==> config.mk <==
export PLATFORM = sky130hd
export DESIGN_NAME = asram_seq
export DESIGN_NICKNAME = d
export VERILOG_FILES = /design/src/rtl/asram_seq.sv
export SDC_FILE = /design/constraint.sdc
export NUM_CORES = 1
export LEC_CHECK = 0
export BUFFER_PORTS_ARGS = -buffer_cell sky130_fd_sc_hd__buf_2
export CORE_UTILIZATION = 52
export DETAILED_ROUTE_END_ITERATION = 10
export PLACE_DENSITY_LB_ADDON = 0.25
export SYNTH_ARGS = -nofsm -noshare
export SYNTH_HDL_FRONTEND = slang
export SYNTH_SLANG_ARGS = --single-unit
==> constraint.sdc <==
create_clock -name clk -period 4.8 [get_ports clk]
set_input_delay 0.96 -clock clk [delete_from_list [all_inputs] [get_ports clk]]
set_output_delay 0.96 -clock clk [all_outputs]
set_load 0.01 [all_outputs]
==> src/rtl/asram_seq.sv <==
module asram_seq #(
  parameter int AW  = 24,
  parameter int NCS = 2,
  parameter int CW  = 4,
  parameter int SW  = (NCS > 1) ? $clog2(NCS) : 1
) (
  input  logic           clk,
  input  logic           rst_n,
  input  logic           req_valid,
  output logic           req_ready,
  input  logic           req_write,
  input  logic [SW-1:0]  req_sel,
  input  logic [AW-1:0]  req_addr,
  input  logic [15:0]    req_wdata,
  input  logic [1:0]     req_be,
  output logic           rsp_valid,
  output logic [15:0]    rsp_rdata,
  input  logic [1:0]     cfg_kind,
  input  logic           cfg_mux,
  input  logic           cfg_bus16,
  input  logic           cfg_wait_en,
  input  logic           cfg_wait_high,
  input  logic [CW-1:0]  cfg_bl_setup,
  input  logic [CW-1:0]  cfg_rd_aset,
  input  logic [CW-1:0]  cfg_rd_ahld,
  input  logic [CW-1:0]  cfg_rd_dset,
  input  logic [CW-1:0]  cfg_rd_dhld,
  input  logic [CW-1:0]  cfg_rd_turn,
  input  logic [CW-1:0]  cfg_wr_aset,
  input  logic [CW-1:0]  cfg_wr_ahld,
  input  logic [CW-1:0]  cfg_wr_dset,
  input  logic [CW-1:0]  cfg_wr_dhld,
  input  logic [CW-1:0]  cfg_wr_turn,
  output logic [NCS-1:0] mem_ce_n,
  output logic           mem_oe_n,
  output logic           mem_we_n,
  output logic [1:0]     mem_bl_n,
  output logic           mem_adv_n,
  output logic [AW-1:0]  mem_addr,
  output logic [15:0]    mem_dq_o,
  output logic           mem_dq_oe,
  input  logic [15:0]    mem_dq_i,
  input  logic           mem_wait
);

  localparam int DW = 16;
  localparam logic [1:0] KIND_SRAM = 2'd0;
  localparam logic [CW-1:0] ONE = CW'(1);

  typedef enum logic [2:0] {
    S_IDLE, S_BLS, S_ASET, S_AHLD, S_DSET, S_DHLD, S_TURN
  } phase_e;

  phase_e          st, nxt_st;
  logic [CW-1:0]   cnt, nxt_cnt;
  logic            q_wr;
  logic [SW-1:0]   q_sel;
  logic [AW-1:0]   q_addr;
  logic [DW-1:0]   q_wdata;
  logic [1:0]      q_be;

  logic            wr_sel, mux_on, wait_act, last;
  logic [CW-1:0]   t_aset, t_ahld, t_dset, t_dhld, t_turn, t_ahld_eff, t_dset_eff;
  phase_e          tr_st, dh_st, ah_st, as_st, bl_st;
  logic [CW-1:0]   tr_cnt, dh_cnt, ah_cnt, as_cnt, bl_cnt;

  assign wr_sel     = (st == S_IDLE) ? req_write : q_wr;
  assign t_aset     = wr_sel ? cfg_wr_aset : cfg_rd_aset;
  assign t_ahld     = wr_sel ? cfg_wr_ahld : cfg_rd_ahld;
  assign t_dset     = wr_sel ? cfg_wr_dset : cfg_rd_dset;
  assign t_dhld     = wr_sel ? cfg_wr_dhld : cfg_rd_dhld;
  assign t_turn     = wr_sel ? cfg_wr_turn : cfg_rd_turn;
  assign mux_on     = cfg_mux && (cfg_kind != KIND_SRAM);
  assign t_ahld_eff = mux_on ? t_ahld : '0;
  assign t_dset_eff = (t_dset == '0) ? ONE : t_dset;
  assign wait_act   = cfg_wait_en && (mem_wait == cfg_wait_high);
  assign last       = (cnt == ONE);

  assign tr_st  = (t_turn != '0) ? S_TURN : S_IDLE;
  assign tr_cnt = t_turn;
  assign dh_st  = (t_dhld != '0) ? S_DHLD : tr_st;
  assign dh_cnt = (t_dhld != '0) ? t_dhld : tr_cnt;
  assign ah_st  = (t_ahld_eff != '0) ? S_AHLD : S_DSET;
  assign ah_cnt = (t_ahld_eff != '0) ? t_ahld_eff : t_dset_eff;
  assign as_st  = (t_aset != '0) ? S_ASET : ah_st;
  assign as_cnt = (t_aset != '0) ? t_aset : ah_cnt;
  assign bl_st  = (cfg_bl_setup != '0) ? S_BLS : as_st;
  assign bl_cnt = (cfg_bl_setup != '0) ? cfg_bl_setup : as_cnt;

  always_comb begin
    nxt_st  = st;
    nxt_cnt = cnt;
    unique case (st)
      S_IDLE: if (req_valid) begin nxt_st = bl_st; nxt_cnt = bl_cnt; end
      S_BLS:  if (last) begin nxt_st = as_st; nxt_cnt = as_cnt; end
              else nxt_cnt = cnt - ONE;
      S_ASET: if (last) begin nxt_st = ah_st; nxt_cnt = ah_cnt; end
              else nxt_cnt = cnt - ONE;
      S_AHLD: if (last) begin nxt_st = S_DSET; nxt_cnt = t_dset_eff; end
              else nxt_cnt = cnt - ONE;
      S_DSET: if (!wait_act) begin
                if (last) begin nxt_st = dh_st; nxt_cnt = dh_cnt; end
                else nxt_cnt = cnt - ONE;
              end
      S_DHLD: if (last) begin nxt_st = tr_st; nxt_cnt = tr_cnt; end
              else nxt_cnt = cnt - ONE;
      S_TURN: if (last) begin nxt_st = S_IDLE; nxt_cnt = '0; end
              else nxt_cnt = cnt - ONE;
      default: begin nxt_st = S_IDLE; nxt_cnt = '0; end
    endcase
  end

  always_ff @(posedge clk or negedge rst_n) begin
    if (!rst_n) begin
      st        <= S_IDLE;
      cnt       <= '0;
      q_wr      <= 1'b0;
      q_sel     <= '0;
      q_addr    <= '0;
      q_wdata   <= '0;
      q_be      <= '0;
      rsp_valid <= 1'b0;
      rsp_rdata <= '0;
    end else begin
      st        <= nxt_st;
      cnt       <= nxt_cnt;
      rsp_valid <= (st == S_DSET) && !q_wr && !wait_act && last;
      if ((st == S_DSET) && !q_wr && !wait_act && last)
        rsp_rdata <= cfg_bus16 ? mem_dq_i : {8'h00, mem_dq_i[7:0]};
      if ((st == S_IDLE) && req_valid) begin
        q_wr    <= req_write;
        q_sel   <= req_sel;
        q_addr  <= req_addr;
        q_wdata <= req_wdata;
        q_be    <= req_be;
      end
    end
  end

  logic lanes_on, cs_on, addr_ph, data_ph;
  logic [DW-1:0] dq_raw;

  assign lanes_on  = (st != S_IDLE) && (st != S_TURN);
  assign cs_on     = lanes_on && (st != S_BLS);
  assign addr_ph   = (st == S_ASET) || (st == S_AHLD);
  assign data_ph   = (st == S_DSET) || (st == S_DHLD);

  assign req_ready = (st == S_IDLE);

  for (genvar i = 0; i < NCS; i++) begin : g_cs
    assign mem_ce_n[i] = !(cs_on && (q_sel == SW'(i)));
  end

  assign mem_bl_n  = lanes_on ? {~(q_be[1] & cfg_bus16), ~q_be[0]} : 2'b11;
  assign mem_oe_n  = !((st == S_DSET) && !q_wr);
  assign mem_we_n  = !((st == S_DSET) && q_wr);
  assign mem_adv_n = !(st == S_ASET);
  assign mem_addr  = q_addr;
  assign mem_dq_oe = (mux_on && addr_ph) || (q_wr && (data_ph || addr_ph));
  assign dq_raw    = (mux_on && addr_ph) ? DW'(q_addr) : q_wdata;
  assign mem_dq_o  = cfg_bus16 ? dq_raw : {8'h00, dq_raw[7:0]};

endmodule

## After elaboration in Yosys (flattened, before gate mapping)

Cells that the tools add are included.

| cells by class | value |
|---|---|
| shift operators | 0 |
| $mul | 0 |
| $lt $le $gt $ge | 0 |
| muxes and demuxes | 39 |
| $add $sub $neg | 1 |
| reduce and logical (&&, ||, !) cells | 35 |
| divide/modulo/power cells | 0 |
| bitwise gates (word level) | 4 |
| equality and inequality tests | 18 |

Operators with widths:

| operator | number |
|---|---|
| $mux W4 | 19 |
| $mux W16 | 3 |
| $mux W3 | 13 |
| $pmux W4 S7 | 1 |
| $pmux W3 S7 | 1 |
| $reduce_bool A4 Y1 | 5 |
| $ne A2 B2 Y1 const B | 8 |
| $logic_and A1 B1 Y1 | 13 |
| $eq A3 B3 Y1 const B | 3 |
| $reduce_and A8 Y1 | 1 |
| $logic_not A1 Y1 | 7 |
| $eq A3 B2 Y1 const B | 2 |
| $eq A4 B1 Y1 const B | 1 |
| $logic_not A4 Y1 | 1 |
| $logic_or A1 B1 Y1 | 4 |
| $sub A4 B1 Y4 const B | 1 |
| $eq A3 B1 Y1 const B | 1 |
| $logic_not A3 Y1 | 1 |
| $ne A3 B1 Y1 const B | 1 |
| $ne A3 B3 Y1 const B | 1 |
| $not A1 Y1 | 3 |
| $reduce_bool A3 Y1 | 1 |
| $mux W2 | 1 |
| $reduce_and A2 Y1 | 1 |
| other kinds (4) | 4 |

| storage, ports and cells | value |
|---|---|
| bits in read-only memories | 0 |
| memories | 0 |
| word-level logic and storage cells | 106 |
| bits in writable memories | 0 |
| flip-flop bits (word level) | 68 |
| input port bits | 114 |
| latch bits | 0 |

## Logic depth before layout (Yosys ltp)

| depth | value |
|---|---|
| depth in word-level cells | 10 |
| depth in mapped cells | 10 |
| gate-level depth less buffers | 9 |

## Worst setup path after synthesis

No wires, ideal clock.

| path | value |
|---|---|
| kind | input -> register |
| start | input req_write |
| end | register cnt[1] |
| buffers on the path | 1 |
| slack | 1758 ps |
| data arrival time | 2899 ps |
| stages | 8 |
| cell sequence | clkbuf_2 -> or4b_4 -> nand2_2 -> mux2_2 -> nand2_2 -> o221ai_2 -> a2111oi_0 -> o22ai_1 |

| between the ends | value |
|---|---|
| longest elaborated chain between the ends | 9 |
| elaborated cells on any way between the ends | 24 |
| classes of those cells | mux: 20; reduce/logical: 4 |

RTL lines:

| item | line | text |
|---|---|---|
| start: declaration | 11 | `input logic req_write,` |
| $mux W1 * | 67 | `assign wr_sel = (st == S_IDLE) ? req_write : q_wr;` |
| $mux W4, on equally long branches | 70, 69 |  |
| $logic_not A4 Y1 / $mux W4 (equally long branches) | 75, 74 |  |
| $mux W4 / $reduce_bool A4 Y1 (equally long branches) | 75, 84 |  |
| $mux W4 | 84 | `assign ah_cnt = (t_ahld_eff != '0) ? t_ahld_eff : t_dset_eff;` |
| $mux W4 | 86 | `assign as_cnt = (t_aset != '0) ? t_aset : ah_cnt;` |
| $mux W4 | 88 | `assign bl_cnt = (cfg_bl_setup != '0) ? cfg_bl_setup : as_cnt;` |
| $mux W4 | 94 | `S_IDLE: if (req_valid) begin nxt_st = bl_st; nxt_cnt = bl_cnt; end` |
| $pmux W4 S7 * | 93 | `unique case (st)` |
| end signal: assignment | 126 | `cnt <= nxt_cnt;` |
| end: declaration | 55 | `logic [CW-1:0] cnt, nxt_cnt;` |

Mark *: on every way between the ends. The rest lies on a longest branch, timed or not. The select of a mux whose other input is x is not followed.
A chain may end at the register's enable or synchronous reset.

## Worst setup path after layout

| path | value |
|---|---|
| start | register st[1] |
| end | output mem_dq_o[13] |

| between the ends | value |
|---|---|
| longest elaborated chain between the ends | 5 |
| elaborated cells on any way between the ends | 6 |
| classes of those cells | eq/ne: 2; mux: 2; reduce/logical: 2 |

RTL lines:

| item | line | text |
|---|---|---|
| start: declaration | 54 | `phase_e st, nxt_st;` |
| start signal: assignment | 125 | `st <= nxt_st;` |
| $eq A3 B2 Y1 | 145 | `assign addr_ph = (st == S_ASET) \|\| (st == S_AHLD);` |
| $logic_or A1 B1 Y1 * | 145 |  |
| $logic_and A1 B1 Y1 * | 160 | `assign dq_raw = (mux_on && addr_ph) ? DW'(q_addr) : q_wdata;` |
| $mux W16 * | 160 |  |
| $mux W16 * | 161 | `assign mem_dq_o = cfg_bus16 ? dq_raw : {8'h00, dq_raw[7:0]};` |
| end: declaration | 40 | `output logic [15:0] mem_dq_o,` |

Mark *: on every way between the ends. The rest lies on a longest branch, timed or not.

==> impl_metrics.yaml <==
status:
  status: "completed"
routing:
  vias: 4152
  drc: 0
  drt_wl_total_mm: 12.69
  avgViaCountPerCell: 5.751
  drt_iter0_markers: 219
  drtPass1Iterations: 6
  avgRoutedWirePerCell_um: 17.58
  postRouteAntennaNets: 0
finish:
  num-fill-cells: 664
  syn_to_final_growth_pct: 28.32
  fin_nets: 731
  seqCellArea_sq_mm: 0.001702
  final_common_cell: "buf_2"
  n_antenna_cell: 0
  multi_input_area_sq_mm: 0.002245
  final_cell_mix: "buf_2 (179), nand2_1 (106), dfrtp_1 (68), mux2_2 (49), o21ai_0 (26)"
  drive_gt1_frac: 0.4194
critical_path:
  arrival_ps: 2830
  r2r-end: "cnt[1]"
  crit_buf_inv: 2
  crit_chain: "inv_1, nor2_1, nand2_1, nand2_1, a21boi_0, buf_2"
  required_ps: 3840
  cp_slowest_cell: "dfrtp_1"
  max_stage_delay_ps: 800
  reg2reg_depth: 7
  worstSetupEndpointType: "output port"
  cp_max_fo: 22
  reg2reg_slack_ps: 1330
  crit_family: "simple AND/OR/NAND/NOR gates"
  cp-start-kind: "flop"
  cpMostUsedCell: "nand2_1"
  r2r_start: "st[0]"
  critical_path_class: "flop to output port"
cts:
  tritoncts: "yes"
  clk_transition_reported_paths_ps: 70
  hold_buffers: 0
  htree_levels: 3
  cts.path.max_buffers: 2
  clock_latency_ps: 340
  cts.sinks: 68
  cts_resized: 0
  numCtsBuffers: 9
  postCtsSetupRepairBufs: 0
  cts_root_buf: "clkbuf_8"
sta:
  rsz0062_at_grt: "no"
  slew_viol_final: 0
  finalHoldViolCount: 0
  fin_crit_ps: 3794
  holdWs_ps: 480.8
  fin_tns_setup_ps: 0
  post-route-period-util: 0.7904
  setup_violations: 0
  slew_headroom: 0.2135
  clock-skew-final_ps: 8.736
  tightest_slew_ps: 1175
  max_freq_mhz: 263.6
placed_design:
  routabilityCongestion: 0.8873
  port_buffers: 179
  dp_hpwl_mm: 9.632
floorplan:
  core_area_sq_mm: 0.007687
  fp.dieW_um: 90.80
  start_util: 0.5334
  io_pins: 180
  dieArea_sq_mm: 0.008244
  die_h_um: 90.80
  row_count: 32
flow_run:
  drv_cap: 0
logic_synthesis:
  seq_area_frac_synth: 0.4150
  synth_cells: 447
  netlist_area_sq_mm: 0.004100
  syn_nets: 563
  synthXorXnorAreaFrac: 0.006408
  synthAdderAreaFrac: 0.006103
  synth_top_family_by_area: "simple AND/OR/NAND/NOR gates"
  synth-compound-area-share: 0.1797
  ys_ff_latch: 68
  synth_mux_area_frac: 0.1712
  netlist.area_leader.share: 0.4150
  netlist-cell-type-count: 63
  ys_top_cells_by_area: "dfrtp_1 (42%), mux2_2 (13%), nand2_1 (9.7%)"
  synth-async-reset-ratio: 1.000
  avgSynthCellArea_sq_um: 9.173
  synthSimpleGateAreaFrac: 0.1837
  yosys_most_used_dff: "dfrtp_1"
  synth-warning-count: 0
  synth_top_area_cell: "dfrtp_1"
  synth_edf_count: 0
pwr:
  p_leak_nw: 2.590
  ir_drop_uv: 349.4
  p_per_area_mw_per_mm2: 636.9
global_route:
  grt_usage: 0.3117
  antenna_found_initial: 0
  grt_pass1_wl_mm: 20.22
  grt.overflow.total: 0
  grt_pass1_vias: 4076
  grt_max_degree: 45
hold_path:
  hold_path_depth: 2
  worst_hold_startpoint: "rsp_rdata[2]"
  min_path_type: "flop to flop"
  hold_path_end: "rsp_rdata[2]"
per-layer routing:
| metal | track usage | routed length, um |
|---|---|---|
| met4 | 0.1230 | 268 |
| met2 | 0.5114 | 6244 |
| met3 | 0.08418 | 1033 |
| met1 | 0.3910 | 5146 |
| met5 | 0 | 0 |
logic make-up (layout without fill, tap and decap cells):
kind of cell | Yosys count | in the layout
buffers and inverters | 34 | 207
AOI/OAI and AO/OA | 106 | 106
adders and majority gates | 2 | 2
and+or+nand+nor | 170 | 170
xor gates and xnor gates | 3 | 3
muxes | 64 | 64
DFF | 68 | 68
worst reg2reg max path: stages, from the launching register on:
cell and delay [ps]:
dfrtp_1 690, or4b_4 680, nand2_2 350, mux2i_1 450
o211ai_1 190, a21o_1 200, a2111oi_0 580, o22ai_1 190
flip-flops by register name, summed over array words and instances, names as in the netlist:
register   count
q_wr           1
cnt            4
mem_addr      24
q_sel          1
st             3
q_wdata       16
rsp_rdata     16
q_be           2
rsp_valid      1
through the flow:
| stage | worst slack (ps) | util | area, sq um | power [mW] | cells |
|---|---|---|---|---|---|
| 4_1_cts | 1030 | 0.6844 | 5261 | 3.355 | 722 |
| 2_1_floorplan | 1758 | - | 4100 | 2.235 | 447 |
| 3_5_place_dp | 1069 | 0.6538 | 5026 | 2.795 | 706 |
| 6_report | 1006 | 0.6844 | 5261 | 3.351 | 722 |
| 5_1_grt | 719.3 | 0.6844 | 5261 | 3.577 | 722 |
| 3_3_place_gp | 1050 | 0.6538 | 5026 | 2.744 | 706 |
synth_stat cells, types with 2 or more instances:
cell type and n:
xor2_1 2, nor3b_1 3, nor4_1 8, a21oi_1 15
a21boi_0 8, o22ai_1 6, nor2b_1 3, a22oi_1 3
inv_1 7, nand2_2 2, clkbuf_1 15, a21o_1 4
o21a_1 3, a211oi_1 6, nor3_1 7, buf_2 6
o21ai_1 2, o211ai_1 4, o311ai_0 3, o21ai_0 26
mux2i_1 15, a2111oi_0 4, buf_6 2, nand3_1 5
clkinv_1 2, ha_1 2, mux2_2 49, a31oi_1 3
nor2_1 21, or3_1 5, a211o_1 2, dfrtp_1 68
nand2_1 106
final cells by class:
class | instances | area share
Clock buffer | 11 | 0.02878
Timing Repair Buffer | 182 | 0.1746
Sequential cell | 68 | 0.3234
Multi-Input combinational cell | 345 | 0.4266
Inverter | 9 | 0.006421
Clock inverter | 5 | 0.01593
Tap cell | 102 | 0.02426
power breakdown:
part / switching (mW) / total (mW) / internal, mW
registers: 0.261 / 1.09 / 0.832
clock network: 0.222 / 0.544 / 0.322
logic: 0.930 / 1.71 / 0.784
worst max-delay path by stage:
stage,start,endpoint,slack (ps),depth (start not counted)
CTS,st[1],mem_dq_o[13],1030,6
floorplan,req_write,cnt[1],1760,8
global placement,req_write,cnt[1],1050,8
detailed placement,req_write,cnt[1],1070,8
finish,st[1],mem_dq_o[13],1010,6
global route,st[1],mem_dq_o[13],720,6
(Power assumes the default switching activity.)
